--- src/rtl/bmdma_pkg.sv ---
package bmdma_pkg;

    localparam int DATA_W    = 32;
    localparam int REG_W     = 8;
    localparam int OFF_W     = 3;

    localparam logic [OFF_W-1:0] OFF_CMD = 3'd0;
    localparam logic [OFF_W-1:0] OFF_STS = 3'd2;
    localparam logic [OFF_W-1:0] OFF_PTR = 3'd4;

    localparam int CMD_RUN = 0;
    localparam int CMD_DIR = 3;
    localparam int STS_ACT = 0;
    localparam int STS_ERR = 1;
    localparam int STS_INT = 2;

    localparam logic [REG_W-1:0] STS_RESET = 8'h60;

    typedef enum logic [1:0] {
        SZ_BYTE = 2'd0,
        SZ_HALF = 2'd1,
        SZ_WORD = 2'd2,
        SZ_BAD  = 2'd3
    } acc_size_e;

    typedef enum logic [1:0] {
        RG_NONE = 2'd0,
        RG_CMD  = 2'd1,
        RG_STS  = 2'd2,
        RG_PTR  = 2'd3
    } reg_sel_e;

    typedef struct packed {
        logic              wr_en;
        reg_sel_e          sel;
        logic [DATA_W-1:0] data;
    } chan_wr_t;

    function automatic reg_sel_e decode_off(logic [OFF_W-1:0] off);
        case (off)
            OFF_CMD: return RG_CMD;
            OFF_STS: return RG_STS;
            OFF_PTR: return RG_PTR;
            default: return RG_NONE;
        endcase
    endfunction

    function automatic logic size_legal(reg_sel_e sel, logic [1:0] sz);
        case (sel)
            RG_CMD, RG_STS: return sz == SZ_BYTE;
            RG_PTR:         return sz == SZ_WORD;
            default:        return 1'b1;
        endcase
    endfunction

    function automatic logic [REG_W-1:0] cmd_merge(logic [REG_W-1:0] old_v,
                                                   logic [REG_W-1:0] wr_v);
        logic [REG_W-1:0] r;
        r = wr_v;
        if (old_v[CMD_RUN])
            r[CMD_DIR] = old_v[CMD_DIR];
        return r;
    endfunction

    function automatic logic [REG_W-1:0] sts_merge(logic [REG_W-1:0] old_v,
                                                   logic [REG_W-1:0] wr_v);
        logic [REG_W-1:0] r;
        r          = wr_v;
        r[STS_ACT] = old_v[STS_ACT];
        r[STS_ERR] = old_v[STS_ERR] & ~wr_v[STS_ERR];
        r[STS_INT] = old_v[STS_INT] & ~wr_v[STS_INT];
        return r;
    endfunction

endpackage

--- src/rtl/bmdma_decode.sv ---
module bmdma_decode
    import bmdma_pkg::*;
#(
    parameter int NUM_CH = 2,
    parameter int ADDR_W = 4
) (
    input  logic              req_valid,
    input  logic              req_write,
    input  logic [ADDR_W-1:0] req_addr,
    input  logic [1:0]        req_size,
    input  logic [DATA_W-1:0] req_wdata,
    output chan_wr_t          ch_wr [NUM_CH],
    output reg_sel_e          rd_sel,
    output logic              bad_size
);
    localparam int CH_W = ADDR_W - OFF_W;

    logic [CH_W-1:0] ch_idx;
    reg_sel_e        sel;
    logic            legal;
    logic            in_range;

    always_comb begin
        ch_idx   = req_addr[ADDR_W-1:OFF_W];
        in_range = int'(ch_idx) < NUM_CH;
        sel      = in_range ? decode_off(req_addr[OFF_W-1:0]) : RG_NONE;
        legal    = size_legal(sel, req_size);
        bad_size = req_valid && req_write && (sel != RG_NONE) && !legal;
        rd_sel   = sel;
    end

    for (genvar i = 0; i < NUM_CH; i++) begin : g_hit
        always_comb begin
            ch_wr[i].wr_en = req_valid && req_write && (sel != RG_NONE) && legal
                             && (int'(ch_idx) == i);
            ch_wr[i].sel   = sel;
            ch_wr[i].data  = req_wdata;
        end
    end

endmodule

--- src/rtl/bmdma_chan.sv ---
module bmdma_chan
    import bmdma_pkg::*;
(
    input  logic              clk,
    input  logic              rst,
    input  chan_wr_t          wr,
    input  logic              done,
    output logic [REG_W-1:0]  cmd_q,
    output logic [REG_W-1:0]  sts_q,
    output logic [DATA_W-1:0] ptr_q,
    output logic              start_p,
    output logic              abort_p
);
    logic [REG_W-1:0]  cmd_d, sts_d;
    logic [DATA_W-1:0] ptr_d;
    logic              start_d, abort_d;

    always_comb begin
        cmd_d   = cmd_q;
        sts_d   = sts_q;
        ptr_d   = ptr_q;
        start_d = 1'b0;
        abort_d = 1'b0;
        if (wr.wr_en) begin
            case (wr.sel)
                RG_CMD: begin
                    cmd_d = cmd_merge(cmd_q, wr.data[REG_W-1:0]);
                    if (!cmd_q[CMD_RUN] && cmd_d[CMD_RUN]) begin
                        sts_d[STS_ACT] = 1'b1;
                        start_d        = 1'b1;
                    end else if (cmd_q[CMD_RUN] && !cmd_d[CMD_RUN]) begin
                        sts_d[STS_ACT] = 1'b0;
                        abort_d        = 1'b1;
                    end
                end
                RG_STS:  sts_d = sts_merge(sts_q, wr.data[REG_W-1:0]);
                RG_PTR:  ptr_d = {wr.data[DATA_W-1:2], 2'b00};
                default: ;
            endcase
        end
        if (done) begin
            cmd_d[CMD_RUN] = 1'b0;
            sts_d[STS_ACT] = 1'b0;
            sts_d[STS_INT] = 1'b1;
            start_d        = 1'b0;
            abort_d        = 1'b0;
        end
    end

    always_ff @(posedge clk) begin
        if (rst) begin
            cmd_q   <= '0;
            sts_q   <= STS_RESET;
            ptr_q   <= '0;
            start_p <= 1'b0;
            abort_p <= 1'b0;
        end else begin
            cmd_q   <= cmd_d;
            sts_q   <= sts_d;
            ptr_q   <= ptr_d;
            start_p <= start_d;
            abort_p <= abort_d;
        end
    end

endmodule

--- src/rtl/bmdma_regs.sv ---
module bmdma_regs
    import bmdma_pkg::*;
#(
    parameter int NUM_CH = 2,
    parameter int ADDR_W = $clog2(NUM_CH) + OFF_W
) (
    input  logic                     clk,
    input  logic                     rst,
    input  logic                     req_valid,
    input  logic                     req_write,
    input  logic [ADDR_W-1:0]        req_addr,
    input  logic [1:0]               req_size,
    input  logic [DATA_W-1:0]        req_wdata,
    output logic                     rd_valid,
    output logic [DATA_W-1:0]        rd_data,
    output logic [NUM_CH-1:0]        dma_start,
    output logic [NUM_CH-1:0]        dma_abort,
    output logic [NUM_CH*DATA_W-1:0] dma_ptr,
    input  logic [NUM_CH-1:0]        dma_done,
    output logic                     irq,
    output logic                     size_err
);
    localparam int CH_W = ADDR_W - OFF_W;

    chan_wr_t          ch_wr [NUM_CH];
    reg_sel_e          rd_sel;
    logic              bad_size;
    logic [REG_W-1:0]  cmd_a [NUM_CH];
    logic [REG_W-1:0]  sts_a [NUM_CH];
    logic [DATA_W-1:0] ptr_a [NUM_CH];
    logic [NUM_CH*REG_W-1:0] cmd_flat, sts_flat;
    logic [NUM_CH-1:0] int_bits;
    logic [DATA_W-1:0] rd_next;
    logic [CH_W-1:0]   rd_ch;

    bmdma_decode #(.NUM_CH(NUM_CH), .ADDR_W(ADDR_W)) u_dec (
        .req_valid (req_valid),
        .req_write (req_write),
        .req_addr  (req_addr),
        .req_size  (req_size),
        .req_wdata (req_wdata),
        .ch_wr     (ch_wr),
        .rd_sel    (rd_sel),
        .bad_size  (bad_size)
    );

    for (genvar i = 0; i < NUM_CH; i++) begin : g_ch
        bmdma_chan u_chan (
            .clk     (clk),
            .rst     (rst),
            .wr      (ch_wr[i]),
            .done    (dma_done[i]),
            .cmd_q   (cmd_a[i]),
            .sts_q   (sts_a[i]),
            .ptr_q   (ptr_a[i]),
            .start_p (dma_start[i]),
            .abort_p (dma_abort[i])
        );
        assign dma_ptr[i*DATA_W +: DATA_W] = ptr_a[i];
        assign cmd_flat[i*REG_W +: REG_W]  = cmd_a[i];
        assign sts_flat[i*REG_W +: REG_W]  = sts_a[i];
        assign int_bits[i]                 = sts_a[i][STS_INT];
    end

    assign irq   = |int_bits;
    assign rd_ch = req_addr[ADDR_W-1:OFF_W];

    always_comb begin
        rd_next = '0;
        for (int i = 0; i < NUM_CH; i++) begin
            if (int'(rd_ch) == i) begin
                case (rd_sel)
                    RG_CMD:  rd_next = {{(DATA_W-REG_W){1'b0}}, cmd_a[i]};
                    RG_STS:  rd_next = {{(DATA_W-REG_W){1'b0}}, sts_a[i]};
                    RG_PTR:  rd_next = ptr_a[i];
                    default: rd_next = '0;
                endcase
            end
        end
    end

    always_ff @(posedge clk) begin
        if (rst) begin
            rd_valid <= 1'b0;
            rd_data  <= '0;
            size_err <= 1'b0;
        end else begin
            rd_valid <= req_valid && !req_write;
            if (req_valid && !req_write)
                rd_data <= rd_next;
            if (bad_size)
                size_err <= 1'b1;
        end
    end

endmodule

--- config.mk ---
export PLATFORM = sky130hd
export DESIGN_NAME = bmdma_regs
export DESIGN_NICKNAME = d
export VERILOG_FILES = /design/src/rtl/bmdma_pkg.sv /design/src/rtl/bmdma_decode.sv /design/src/rtl/bmdma_chan.sv /design/src/rtl/bmdma_regs.sv
export SDC_FILE = /design/constraint.sdc
export NUM_CORES = 1
export LEC_CHECK = 0
export ABC_AREA = 1
export ABC_CLOCK_PERIOD_IN_PS = 5000
export BUFFER_PORTS_ARGS = -buffer_cell sky130_fd_sc_hd__buf_2
export CAP_MARGIN = 20
export CORE_UTILIZATION = 58
export DETAILED_ROUTE_END_ITERATION = 12
export PLACE_DENSITY = 0.83
export SETUP_SLACK_MARGIN = 0.05
export SYNTH_ARGS = -nofsm -noshare
export SYNTH_HDL_FRONTEND = slang
export SYNTH_HIERARCHICAL = 1
export SYNTH_SLANG_ARGS = --single-unit
--- constraint.sdc ---
create_clock -name clk -period 5 [get_ports clk]
set_input_delay 0.75 -clock clk [delete_from_list [all_inputs] [get_ports clk]]
set_output_delay 0.75 -clock clk [all_outputs]
set_load 0.01 [all_outputs]
* Yosys cells after proc, flatten, opt, wreduce, memory -nomap -nowiden
Index checks and enable logic that the tools add are counted.
Cells by class: eq/ne operators 6, mux-type cells 21, bitwise logic cells 12, reduce and logical (&&, ||, !) cells 45
Operators by type and width (number):
- $pmux 32 s3 | 2
- $mux 32 | 1
- $reduce_and 2->1 | 8
- $reduce_bool 2->1 | 7
- $mux 1 | 12
- $reduce_and 3->1 | 4
- $logic_and 1x1->1 | 11
- $reduce_or 5->1 | 2
- $not 1->1 | 8
- $reduce_or 2->1 | 4
- $reduce_or 4->1 | 2
- $eq 2x2->1 const B | 3
- $mux 3 | 2
- $pmux 2 s3 | 1
- $logic_not 1->1 | 5
- $and 1x1->1 | 4
- $mux 2 | 2
- $eq 3x2->1 const B | 1
- $eq 3x3->1 const B | 1
- $logic_not 3->1 | 1
- $eq 2x1->1 const B | 1
- $logic_not 2->1 | 1
- $pmux 1 s2 | 1
Word-level totals: register bits 130, input bits 44, output and inout port bits 103, word-level logic and storage cells 105

* Logic depth before layout (Yosys ltp)
Gate-level depths: netlist (run 1).
depth in word-level cells 9, gate-level depth with buffers 15, gate-level depth less buffers 14

* Hierarchy
The synthesis (run 1) kept the hierarchy.
By module, submodules not included:
- bmdma_chan | instances 2, cells each 225, area an instance 1776.7 um^2, sequential area each 960.9 um^2
- bmdma_regs | instances 1, cells each 335, area an instance 2008.2 um^2, sequential area each 680.7 um^2
- bmdma_decode | instances 1, cells each 92, area an instance 650.6 um^2, sequential area each 0.0 um^2

* Worst setup path after synthesis (run 1)
No wires, ideal clock.
path type in2reg, start in req_addr[2], end reg g_ch[1].u_chan.ptr_q[10], library setup time 113 ps, data arrival time 2476 ps, data required time 4887 ps, path slack 2411 ps, stages 15, buffers on the path 1, cells stage by stage nand2_1 -> inv_1 -> nor3_2 -> inv_2 -> ha_1 -> nand2_1 -> nand3_2 -> nand2_2 -> nor2_1 -> nand2_2 -> nor2_4 -> inv_2 -> buf_6 -> nor2_1 -> nor2_1
RTL lines:
- from (decl) | line bmdma_regs.sv:11 | input logic [ADDR_W-1:0] req_addr,
- to (signal assigned) | line bmdma_chan.sv:60 | ptr_q <= ptr_d;
- to (decl) | line bmdma_chan.sv:10 | output logic [DATA_W-1:0] ptr_q,

==> results of run 1 <==
==> sequential cells by signal, indices dropped and copies added, names as in the netlist <==
name and cells:
rd_valid 1, size_err 1, g_ch.u_chan/sts_q 16, g_ch.u_chan/abort_p 2
g_ch.u_chan/ptr_q 60, g_ch.u_chan/start_p 2, g_ch.u_chan/cmd_q 16, rd_data 32
==> per-stage QoR <==
stage	cells	area (sq um)	hold slack (ns)	total power, W
detailed placement	1042	6290	0.450	0.00120
CTS	1073	6880	0.459	0.00243
floorplan	879	6220	0.432	0.00119
global route	1075	6930	0.472	0.00250
global placement	1042	6290	0.445	0.00120
finish	1075	6930	0.461	0.00243
==> cells by family (layout without fill, tap and decap cells) <==
group / count (synthesis) / in the layout / share of synthesized area [%]
DFF: 130 / 130 / 41.9
AOI/OAI and AO/OA: 119 / 119 / 9.65
adders and majority gates: 7 / 7 / 1.41
buffers and inverters: 171 / 231 / 17.0
other: 2 / 4 / 0.121
and+or+nand+nor: 448 / 448 / 29.9
==> final cells by class <==
type	instances	area, sq um	area share [%]
clock inverters	14	179	2.58
flip-flops and latches	130	2600	37.5
repair buffers	149	803	11.6
clock buffers	17	414	5.97
well taps	136	170	2.45
inverters	51	196	2.83
multi-input cells	578	2570	37.0
==> critical path, cell delays in order <==
cell and delay, ns:
buf_2 0.12, nand2_1 0.06, inv_1 0.06, nor3_4 0.29, inv_2 0.07, ha_1 0.28
nand2_1 0.06, nand3_2 0.07, nand2_2 0.05, nor2_1 0.23, nand2_2 0.13, nor2_4 0.59
inv_2 0.44, nor2_1 0.24, nor2_1 0.07
==> how the worst max path moves through the flow <==
stage / start / to / slack (ns)
3_5_place_dp: req_addr[1] / g_ch[0].u_chan/ptr_q[2] / 1.40
5_1_grt: req_addr[1] / g_ch[0].u_chan/ptr_q[2] / 1.67
3_3_place_gp: req_addr[1] / g_ch[0].u_chan/ptr_q[26] / 1.55
4_1_cts: req_addr[1] / g_ch[0].u_chan/ptr_q[18] / 1.90
6_report: req_addr[1] / g_ch[0].u_chan/ptr_q[6] / 1.86
2_1_floorplan: req_addr[2] / g_ch[1].u_chan/ptr_q[10] / 2.41
==> routing by layer <==
metal	vias to the layer above	GRT usage, %	wire, um
li1	2807	-	-
met1	2573	38.3	6800
met2	303	46.9	7330
met3	30	6.49	1520
met4	0	9.92	317
met5	-	0	0
==> cell usage after synthesis (all sizes together) <==
cell      n
o21ai    80
nand2   179
inv      51
buf     102
a21oi    39
ha        7
nand4    10
or2       1
dfxtp   130
nor2    184
conb      2
clkbuf   18
nand3    72
nor3      2
==> power groups by stage <==
stage	combinational, W	sequential, W	clock (W)
floorplan	0.000125	0.00107	0
global placement	0.000132	0.00107	0
detailed placement	0.000133	0.00107	0
CTS	0.000135	0.00105	0.00125
global route	0.000154	0.00105	0.00130
finish	0.000143	0.00105	0.00124
==> results.md, run 1 <==
* Ant. Diodes at 0
* Max transition margin at around a third
* Cell taking the most area after synthesis: dfxtp_1
* Final #Nets at ~980
* H-tree depth at 4
* Number of global-route vias before repair at between 5000 and 6000
* Worst hold path depth at 2
* Clock root buffer: clkbuf_8
* CTS max path bufs at 2
* Crit end category: flop
* Post-route ant nets at 0
* Register clock-pin slew on the reported worst setup and hold paths at approximately 0.060 ns
* RSZ-0062 raised after global routing: no
* Post-CTS Hold Buffers at 0
* Setup WS pre-CTS at roughly 1.4 ns
* CP Launch Type: input pin
* Worst EP required at approximately 5.4 ns
* Routed vias at ~5700
* Most frequent cells in the layout: nor2_1, nand2_1, buf_2, dfxtp_1, nand3_1
* Hold path startpoint: g_ch[1].u_chan/sts_q[1]
* R2r worst-path depth at 6
* P_leak at ~3.4 nW
* Largest net degree at the start of global routing at 44
* Worst endpoint data arrival time at approximately 3.5 ns
* Setup tns final at 0 ns
* Average size of a mapped cell at slightly above 7 sq um
* R2R setup slack at 3.95 ns
* Kind of critical path: input pin to flop
* Netlist cell types at 25
* CTS tree: yes
* Yosys Warn Count at 6
* Fill cell count at ~900
* Status: finished clean
* Pint at roughly 0.0018 W
* Full die area at approximately 11000 sq um
* Clock sinks at 130
* Clock share of power at 51.0%
* Post-CTS Resized at 0
* Period utilization at ~63%
* Final GP Congestion at approximately 0.83
* Combinational Power Share at 5.9%
* Synth top area cells: dfxtp_1, nor2_1, nand2_1
* Setup ws final at about 1.9 ns
* Clock buffer count from CTS at 17
* DRC at 0
* Net switching power at 0.000579 W
* Critical-path maximum fanout at 31
* Ports at around 150
* Register area share after synthesis at a little over two fifths
* Worst reg2reg endpoint: rd_data[5]
* Row cnt at 37
* Hold Crit Class: flop to flop
* First-pass GRT wire length at between 20000 and 30000 um
* Synth Register Bits at 130
* Clk_skew at around 0.0069 ns
* Area delta synth->final at 11.6%
* Initial Util at 59.9%
* Layout Utilization at 66.9%
* Final Hold Viols at 0
* Initial DRC Count at about 560
* Netlist Area Pre-Place at between 6000 and 7000 sq um
* Maximum vdd drop at between 200 and 300 uV
* Worst-Skew Late Latency at between 0.5 and 0.6 ns
* Initial antenna violation count at 0
* Core Region at 10400 sq um
* Yosys top cell area share at a little over two fifths
* TritonRoute pass-1 iters at 5
* GRT Util Overall at around 29%
* Sw Share at between 20% and 30%
* Reg2Reg Launch Point: g_ch[0].u_chan/ptr_q[5]
* Power per cell area at 350 nW/um^2
* DP HPWL at a little over 10000 um
* Worst-margin pin slew at between 1 and 1.5 ns
* Fraction of layout cells with a size suffix above 1 at a little over a fifth
* DR WL/cell at 14.9 um
* Fmax at around 320 MHz
* Synth Instances at roughly 880
* Max Slew Vio Count at 0
* Die X at around 110 um
* Vias/cell at about 5.3
* Buffers on Ports at 142
* Commonest non-fill, non-tap cell in the layout: nor2_1
* Post-CTS setup buffer count at 0
* WL final at approximately 16000 um
* Final Critical Period at roughly 3.1 ns
* WHS Endpoint: g_ch[1].u_chan/sts_q[1]
* Die height at 105 um
* Seq pwr share at a little over two fifths
* Total grt overflow at 0
* Max Cap Viol at 0
* Setup-failing EPs final at 0
No activity file was read; power rests on OpenSTA's default activity.
==> run 2, diff against run 1 <==
--- a/config.mk
+++ b/config.mk
@@ -5,13 +5,13 @@
 export SDC_FILE = /design/constraint.sdc
 export NUM_CORES = 1
 export LEC_CHECK = 0
-export ABC_AREA = 1
-export ABC_CLOCK_PERIOD_IN_PS = 5000
+export ABC_AREA = 0
+export ABC_CLOCK_PERIOD_IN_PS = 2700
 export BUFFER_PORTS_ARGS = -buffer_cell sky130_fd_sc_hd__buf_2
 export CAP_MARGIN = 20
-export CORE_UTILIZATION = 58
+export CORE_UTILIZATION = 50
 export DETAILED_ROUTE_END_ITERATION = 12
-export PLACE_DENSITY = 0.83
+export PLACE_DENSITY = 0.75
 export SETUP_SLACK_MARGIN = 0.05
 export SYNTH_ARGS = -nofsm -noshare
 export SYNTH_HDL_FRONTEND = slang
==> constraint.sdc (replaced) <==
create_clock -name clk -period 2.7 [get_ports clk]
set_input_delay 0.405 -clock clk [delete_from_list [all_inputs] [get_ports clk]]
set_output_delay 0.405 -clock clk [all_outputs]
set_load 0.01 [all_outputs]
==> run 2 against run 1 <==
Effect of this change:
- count of clock-buffer cells in the layout is 5 higher
- cell count decreased by 14%
- sequential share of layout area decreased by 3.7 points
- sequential cell count unchanged
- total power increased by 93%
- core utilization decreased by 9.2 points
- synthesized area up 11%
- combinational power up 110%
- register-to-register slack got worse by 2.6 ns
- synthesized cell count is 23% lower
- critical path depth fell by 7
- die area rose by 28%
- largest cell class is now multi-input gates
- largest power group unchanged
==> results.md, run 2 <==
* Min Hold Slack at 0.238 ns (-0.223 ns)
* Max transition margin at 57.7% (+25 points)
* Power per cell area at 608 nW/um^2 (+74%)
* Post-CTS setup buffer count at 0 (unchanged)
* Max Cap Viol at 0 (unchanged)
* Sequential cell area at 2600 sq um (unchanged)
* Initial DRC Count at 210 (-62%)
* Final Critical Period at approximately 2.3 ns
* CP Launch Type: input pin
* Clk_skew at 0.00610 ns (-0.000748 ns)
* Core Region at 13300 sq um (+29%)
* Setup-failing EPs final at 0 (unchanged)
* Top-count cell post-synth: nand2b_1
* Kind of critical path: input pin to flop
* Synth top area cells: dfxtp_1, nand2b_1, mux2i_1
* Maximum vdd drop at 352 uV (+32%)
* Most frequent cells in the layout: nand2b_1, buf_2, dfxtp_1, mux2i_1, nor2_1
* Synth Register Bits at 130 (unchanged)
* First-pass GRT wire length at 24400 um (-4.3%)
* Final Hold Viols at 0 (unchanged)
* Critical-path maximum fanout at 6 (-81%)
* Post-route ant nets at 0 (unchanged)
* Ports at 147 (unchanged)
* TritonRoute pass-1 iters at 5 (unchanged)
* Initial antenna violation count at 0 (unchanged)
* Worst reg2reg endpoint: g_ch[1].u_chan/sts_q[0]
* Post-CTS Resized at 0 (unchanged)
* Average size of a mapped cell at 10.2 sq um (+44%)
* Clock sinks at 130 (unchanged)
* Clock buffer count from CTS at 17 (unchanged)
* Worst endpoint data arrival time at 2.63 ns (-0.90 ns)
* Fmax at 431 MHz
* Setup tns final at 0 ns (unchanged)
* Leading cell types by count after synthesis: nand2b_1, dfxtp_1, mux2i_1
* Main synth FF type: dfxtp_1
* Register area share after synthesis at 37.8% (-4.1 points)
* Period utilization at 86.0%
* H-tree depth at 4 (unchanged)
* Total grt overflow at 0 (unchanged)
* WL final at 14600 um (-8.3%)
* Register clock-pin slew on the reported worst setup and hold paths at 0.06 ns (about the same)
* Largest net degree at the start of global routing at 82 (+86%)
* Hold Crit Class: input pin to flop
* Cell taking the most area after synthesis: dfxtp_1
* R2R setup slack at 1.33 ns (-2.62 ns)
* P_leak at 3.36 nW (-1.5%)
* Hold path startpoint: req_wdata[1]
* DR WL/cell at 15.9 um (+6.9%)
* Fin cells at 922 (-14%)
* Reg2Reg Launch Point: g_ch[1].u_chan/cmd_q[0]
* Post-CTS Hold Buffers at 0 (unchanged)
* Buffers on Ports at 142 (unchanged)
* EDFF count, synth at 0 (unchanged)
* Placed insts at 890 (-15%)
* Worst-margin pin slew at 0.633 ns (-0.371 ns)
* Max reg flops at 60 (unchanged)
* Ant. Diodes at 0 (unchanged)
* Yosys Warn Count at 6 (unchanged)
* CTS tree: yes
* Final GP Congestion at 0.816 (-2.0%)
* Yosys top cell area share at 37.8% (-4.1 points)
* Commonest non-fill, non-tap cell in the layout: nand2b_1
* Synth Instances at 676 (-23%)
* Number of global-route vias before repair at 4886 (-4.3%)
* Asr flop ratio synth at 0% (unchanged)
* Die X at 119 um (+13%)
* Die height at 119 um (+13%)
* Fraction of layout cells with a size suffix above 1 at 33.1% (+12 points)
* Area of the multi-input gates at 3360 sq um (+31%)
* Crit end category: flop
* Final #Nets at 784 (-20%)
* Initial Util at 51.5% (-8.4 points)
* R2r worst-path depth at 3 (-3)
* Netlist cell types at 34 (+36%)
* RSZ-0062 raised after global routing: no
* Full die area at 14200 sq um (+28%)
* Worst EP required at 3.00 ns (-2.40 ns)
* Max Slew Vio Count at 0 (unchanged)
* Status: finished clean
* GRT Util Overall at 21.8% (-7.3 points)
* Vias/cell at 5.21 (-2.0%)
* Worst-Skew Late Latency at 0.42 ns (-0.10 ns)
* Clock root buffer: clkbuf_16
* Top reg by flops: g_ch.u_chan/ptr_q
* DP HPWL at 10100 um (-1.3%)
* Worst hold path depth at 2 (unchanged)
* Fill cell count at 1149 (+24%)
* DRC at 0 (unchanged)
* Netlist Area Pre-Place at 6880 sq um (+11%)
* Row cnt at 42 (+14%)
* CTS max path bufs at 2 (unchanged)
* Area delta synth->final at 11.8%
* WHS Endpoint: g_ch[1].u_chan/sts_q[1]
* Largest registers: g_ch.u_chan/ptr_q (60), rd_data (32)
* Routed vias at 4803 (-16%)
run 2: worst max-delay path by stage:
| stage | from | slack [ns] | to | depth (start not counted) |
|---|---|---|---|---|
| floorplan | req_addr[1] | 0.20 | g_ch[0].u_chan/cmd_q[0] | 7 |
| global placement | req_addr[0] | 0.04 | g_ch[0].u_chan/sts_q[0] | 8 |
| detailed placement | req_addr[0] | -0.03 | g_ch[0].u_chan/sts_q[0] | 8 |
| CTS | req_addr[0] | 0.41 | g_ch[0].u_chan/sts_q[0] | 8 |
| global route | req_addr[1] | 0.34 | g_ch[0].u_chan/sts_q[0] | 9 |
| finish | req_addr[0] | 0.38 | g_ch[0].u_chan/sts_q[0] | 8 |
run 2: layout make-up:
cell class	instances	share of cell area [%]
Tap cell	176	2.86
Timing Repair Buffer	156	11.0
Inverter	10	0.488
Clock inverter	10	2.02
Sequential cell	130	33.8
Multi-Input combinational cell	418	43.7
Clock buffer	22	6.16
run 2: kinds of logic after synthesis:
kind of cell | after synthesis | share of synthesized area [%]
xor+xnor | 1 | 0.127
compound gates | 55 | 7.29
other cells | 2 | 0.109
buf+inv | 130 | 13.5
flops | 130 | 37.8
mux | 129 | 20.0
fa+ha+maj | 7 | 1.27
simple gates | 222 | 19.8
run 2: critical path: stages:
cell and delay [ns]:
buf_2 0.11, or2_2 0.33, ha_1 0.30, mux2i_1 0.13, a2111oi_2 0.57, buf_4 0.23
and4bb_2 0.23, mux2_2 0.32
run 2: through the flow:
step / power, W / util (%) / cell area, sq um / setup slack (ns)
2_1_floorplan: 0.00226 / - / 6890 / 0.198
3_3_place_gp: 0.00226 / 52.9 / 7060 / 0.0411
3_5_place_dp: 0.00227 / 52.9 / 7060 / -0.0306
4_1_cts: 0.00472 / 57.6 / 7690 / 0.411
5_1_grt: 0.00484 / 57.6 / 7690 / 0.338
6_report: 0.00468 / 57.6 / 7690 / 0.379
run 2: layer usage:
metal	wire (um)	GRT usage, %	vias to the layer above
li1	-	-	2343
met1	6220	25.9	2296
met2	7220	36.4	147
met3	993	7.23	17
met4	207	7.81	0
met5	0	0	-
run 2: power breakdown:
| group | total [W] | leakage, nW | internal [W] | switching (W) |
|---|---|---|---|---|
| registers | 0.00193 | 1.05 | 0.00193 | 0.00000570 |
| logic | 0.000297 | 2.01 | 0.000131 | 0.000166 |
| clock network | 0.00245 | 0.306 | 0.00161 | 0.000835 |
| total | 0.00468 | 3.36 | 0.00367 | 0.00101 |
